**src/rtl/scl_rate_gen.sv**
```systemverilog
module scl_rate_gen #(
  parameter int REG_W      = 8,
  parameter int DIV_W      = 7,
  parameter int SCL_CYCLES = 9
) (
  input  logic             clk,
  input  logic             rst_n,
  input  logic             tick,
  input  logic [REG_W-1:0] divisor,
  input  logic             start,
  input  logic             master_mode,
  output logic             scl,
  output logic             rollover,
  output logic             busy,
  output logic             done,
  output logic             div_err
);
  localparam int EDGES = 2 * SCL_CYCLES;
  localparam int EW    = $clog2(EDGES + 1);

  logic [DIV_W-1:0] cnt, rld;
  logic [EW-1:0]    edges;
  logic             oneshot;

  wire [DIV_W-1:0] n_in   = divisor[DIV_W-1:0];
  wire             zero_n = (n_in == '0);
  wire             launch = start && !busy && !zero_n;
  wire             hit    = busy && tick && (cnt == '0);
  wire             final_edge = edges == EW'(EDGES - 1);
  wire             stop   = oneshot || final_edge;

  always_ff @(posedge clk or negedge rst_n) begin
    if (!rst_n) begin
      cnt      <= '0;
      rld      <= '0;
      edges    <= '0;
      oneshot  <= 1'b0;
      busy     <= 1'b0;
      scl      <= 1'b1;
      rollover <= 1'b0;
      done     <= 1'b0;
      div_err  <= 1'b0;
    end else begin
      rollover <= hit;
      done     <= hit && !oneshot && final_edge;
      div_err  <= start && !busy && zero_n;
      if (launch) begin
        cnt     <= n_in;
        rld     <= n_in;
        edges   <= '0;
        oneshot <= !master_mode;
        busy    <= 1'b1;
      end else if (hit) begin
        if (!oneshot) scl <= ~scl;
        edges <= edges + 1'b1;
        if (stop) busy <= 1'b0;
        else      cnt  <= rld;
      end else if (busy && tick) begin
        cnt <= cnt - 1'b1;
      end
    end
  end

  assert_err_no_start_R6: assert property (@(posedge clk) disable iff (!rst_n)
    (start && !busy && zero_n) |=> (div_err && !busy));

  assert_scl_only_on_rollover_R4: assert property (@(posedge clk) disable iff (!rst_n)
    (scl != $past(scl)) |-> rollover);

  assert_count_bounded_R3: assert property (@(posedge clk) disable iff (!rst_n)
    busy |-> (cnt <= rld));

  assert_rollover_from_busy_R3: assert property (@(posedge clk) disable iff (!rst_n)
    rollover |-> $past(busy));

  assert_done_frozen_R5: assert property (@(posedge clk) disable iff (!rst_n)
    done |-> (!busy && scl && rollover));

  assert_restart_ignored_R8: assert property (@(posedge clk) disable iff (!rst_n)
    (busy && start) |=> $stable(rld));
endmodule

```
**config.mk**
```make
export PLATFORM = sky130hd
export DESIGN_NAME = scl_rate_gen
export DESIGN_NICKNAME = d
export VERILOG_FILES = /design/src/rtl/scl_rate_gen.sv
export SDC_FILE = /design/constraint.sdc
export NUM_CORES = 1
export LEC_CHECK = 0
export ABC_AREA = 1
export CORE_ASPECT_RATIO = 1.2
export CORE_MARGIN = 8
export CORE_UTILIZATION = 54
export DETAILED_ROUTE_END_ITERATION = 10
export PLACE_DENSITY = 0.74
export SLEW_MARGIN = 20
export SYNTH_ARGS = -nofsm -noshare
export SYNTH_HDL_FRONTEND = slang
export SYNTH_SLANG_ARGS = --single-unit
export TNS_END_PERCENT = 5
```
**constraint.sdc**
```tcl
create_clock -name clk -period 2 [get_ports clk]
set_clock_uncertainty 0.1 [all_clocks]
set_input_delay 0.4 -clock clk [delete_from_list [all_inputs] [get_ports clk]]
set_output_delay 0.4 -clock clk [all_outputs]
set_load 0.05 [all_outputs]
```
==> flow_summary.ini <==
[synth]
synth-seq-cells = 25
synth_largest_area_cell = dfrtp_1
synth_cell_types = 27
synth_nets = 201
yosys_warnings = 0
post-synth-top-count-cell = nand2_1
synth-edff-count = 0
synth_top_cells_by_count = nand2_1 (56), nand3_1 (34), dfrtp_1 (24)
synthCells = 185
ys.flop_type = dfrtp_1
ys_seq_area_share_pct = 44.0
synth_area_leaders = dfrtp_1 (42%), nand2_1 (15%), nand3_1 (12%), inv_1 (6.1%), ha_1 (2.6%)
synth.cell_area_sq_mm = 0.00143
yosysTopAreaCellShare_pct = 42.1
async_flop_share_pct = 100
postSynthAreaPerCell_sq_um = 7.70

[clock_network]
cts_made_buffers = 3
cts_hold_buf = 0
clock-sinks = 25
htree_levels = 1
post_cts_buffers = 0
clk_latency_ns = 0.33
cts-root-buf = clkbuf_4
cts.path.max_buffers = 2
cts.reportedPaths.clkPinSlew_ns = 0.15
cts_tree = done

[routing]
wl_per_cell_um = 12.3
drt-pass1-iter-count = 4
drtAntennaViolNets = 0
drtIter0Drc = 50
vias = 1236
wirelength_um = 2950
post-route-drc-count = 0
routed_via_density = 5.15

[floorplan]
die_y_um = 72.3
core-area_sq_mm = 0.00253
rows = 20
boundaryPins = 18
dieArea_sq_mm = 0.00455
start_util_pct = 56.4
die_x_um = 62.9

[grt]
gr-total-overflow = 0
met2_usage_pct = 22.7
met1_usage_pct = 17.7
antenna_found_initial = 0
grt_pass1_wl_um = 5290
grt_pass1_vias = 1220
top_usage_layer = met2
track_usage_pct = 13.8
grt_util_met3_pct = 2.16
grt_start_max_net_pins = 31

[placed_design]
place_congestion = 0.855
preCtsSetupSlack_ns = 0.0613
dp_cells = 236
dpl.hpwl_um = 2200
numPortBuffers = 16
placed_area_sq_mm = 0.00165

[finish]
fill_cells = 230
diodes = 0
nNetsFinal = 224
area_delta_synth_final_pct = 18.0
drive_gt1_share_pct = 12.6
final_cells = 240
final_area_sq_mm = 0.00168

[timing]
fmax_ghz = 0.580
relSlewSlack_pct = 66.0
rsz0062_at_grt = false
setup_viol = 0
setup_tns_ns = 0
slew_violations = 0
period_minus_slack_ns = 1.72
final_hold_viol_count = 0
fin_ws_ns = 0.277
worst_pin_slew_ns = 0.509
period_share_pct = 86.2

[setup_path]
worst_setup_path_start_kind = register
crit_path_max_fanout = 8
crit_type = register to register
endpoint_kind = register
crit_required_ns = 2.12
cp_data_arrival_time_ns = 1.85
reg2reg_depth = 9

[worst_hold_path]
min_path_type = input pin to async pin

[power_and_ir_drop]
vdd_drop_max_v = 0.000783
power.total_mw = 2.24
leakagePower_nw = 0.955
powerDensity_mw_per_mm2 = 1330

[status]
outcome = finished, final reports clean

[job]
maxCapViolations = 0
[worst max-delay path, cell delays in order, from the launching register on]
cell and delay, ns:
dfrtp_1 0.44, inv_1 0.07, ha_1 0.25, nand2_4 0.10, nor2_8 0.16, nand3_2 0.10, nand2_2 0.17, nand2_2 0.11
nand2_1 0.08, nand2_1 0.05
[placed cells by master, fill, tap and decap left out]
cell | netlist | layout
a21oi_1 | 4 | 4
nand3_1 | 34 | 34
o21ai_0 | 4 | 4
ha_1 | 3 | 3
nor2_8 | 1 | 1
nand2_4 | 2 | 2
nand2_1 | 56 | 56
inv_2 | 1 | 1
xor2_1 | 3 | 3
o21ai_2 | 1 | 1
clkdlybuf4s50_1 | 0 | 11
nand4_1 | 1 | 1
dlygate4sd2_1 | 0 | 1
nand3b_1 | 2 | 2
nand2_2 | 3 | 3
dfrtp_1 | 24 | 24
clkinvlp_4 | 0 | 1
or2_2 | 1 | 1
buf_4 | 2 | 7
dfstp_2 | 1 | 1
o22ai_1 | 1 | 1
nor2_4 | 2 | 2
nor2_2 | 1 | 1
nand3_2 | 1 | 1
inv_1 | 23 | 23
o21ai_1 | 1 | 1
nor2_1 | 8 | 8
nor3_1 | 3 | 3
dlymetal6s2s_1 | 0 | 2
buf_12 | 0 | 1
clkbuf_4 | 0 | 3
[metrics by stage]
step / hold slack, ns / utilization, %
2_1_floorplan: 0.00441 / -
3_5_place_dp: 0.361 / 65.2
4_1_cts: 0.310 / 66.3
6_report: 0.300 / 66.5
5_1_grt: 0.327 / 66.5
3_3_place_gp: 0.355 / 65.2
[logic make-up (layout without fill, tap and decap cells)]
logic type	count (synthesis)	count (layout)	share of synthesized area [%]
AO/OA/AOI/OAI	11	11	4.21
XOR/XNOR	3	3	1.84
adder cells (fa/ha/maj)	3	3	2.63
buffers and inverters	28	50	8.52
flip-flops	25	25	44.0
AND/OR/NAND/NOR	115	115	38.8
[power breakdown]
part	internal [mW]	total [mW]	switching, mW
Clock	0.0766	0.236	0.160
Combinational	0.430	1.11	0.685
Sequential	0.712	0.891	0.178
[state kept, by name, indices dropped and copies added (netlist names)]
| name | cells |
|---|---|
| cnt | 7 |
| rld | 7 |
| edges | 5 |
| busy | 1 |
| div_err | 1 |
| done | 1 |
| oneshot | 1 |
| rollover | 1 |
| scl | 1 |
[repair_timing]
| item | 4_1_cts | 5_1_grt |
|---|---|---|
| gates resized for setup | 1 | 2 |
| setup endpoints to repair | 1 | 2 |
| gates cloned | 0 | 0 |
[final timing paths]
path                            endpoint  slack [ns]    from
worst min-delay path            edges[2]        0.30   rst_n
worst max register to register    cnt[6]        0.28  cnt[1]
min in group clk                  rld[3]        0.39  rld[3]
max in group asynchronous            scl        1.21   rst_n
worst max-delay path              cnt[6]        0.28  cnt[1]
worst min register to register    rld[3]        0.39  rld[3]
[per-layer routing]
layer,vias to the layer above,routed length [um]
met5,-,0
met4,0,38
met3,4,70
met2,21,1380
met1,582,1460
li1,629,-
[final cells by class]
cell class | instances | area, sq um | share of cell area (%)
Clock inverter | 1 | 7.51 | 0.446
Multi-Input combinational cell | 132 | 677 | 40.3
Clock buffer | 3 | 22.5 | 1.34
Tap cell | 33 | 41.3 | 2.46
Inverter | 24 | 90.1 | 5.36
Sequential cell | 25 | 627 | 37.3
Timing Repair Buffer | 22 | 216 | 12.9
Power figures use the tool's default switching activity.
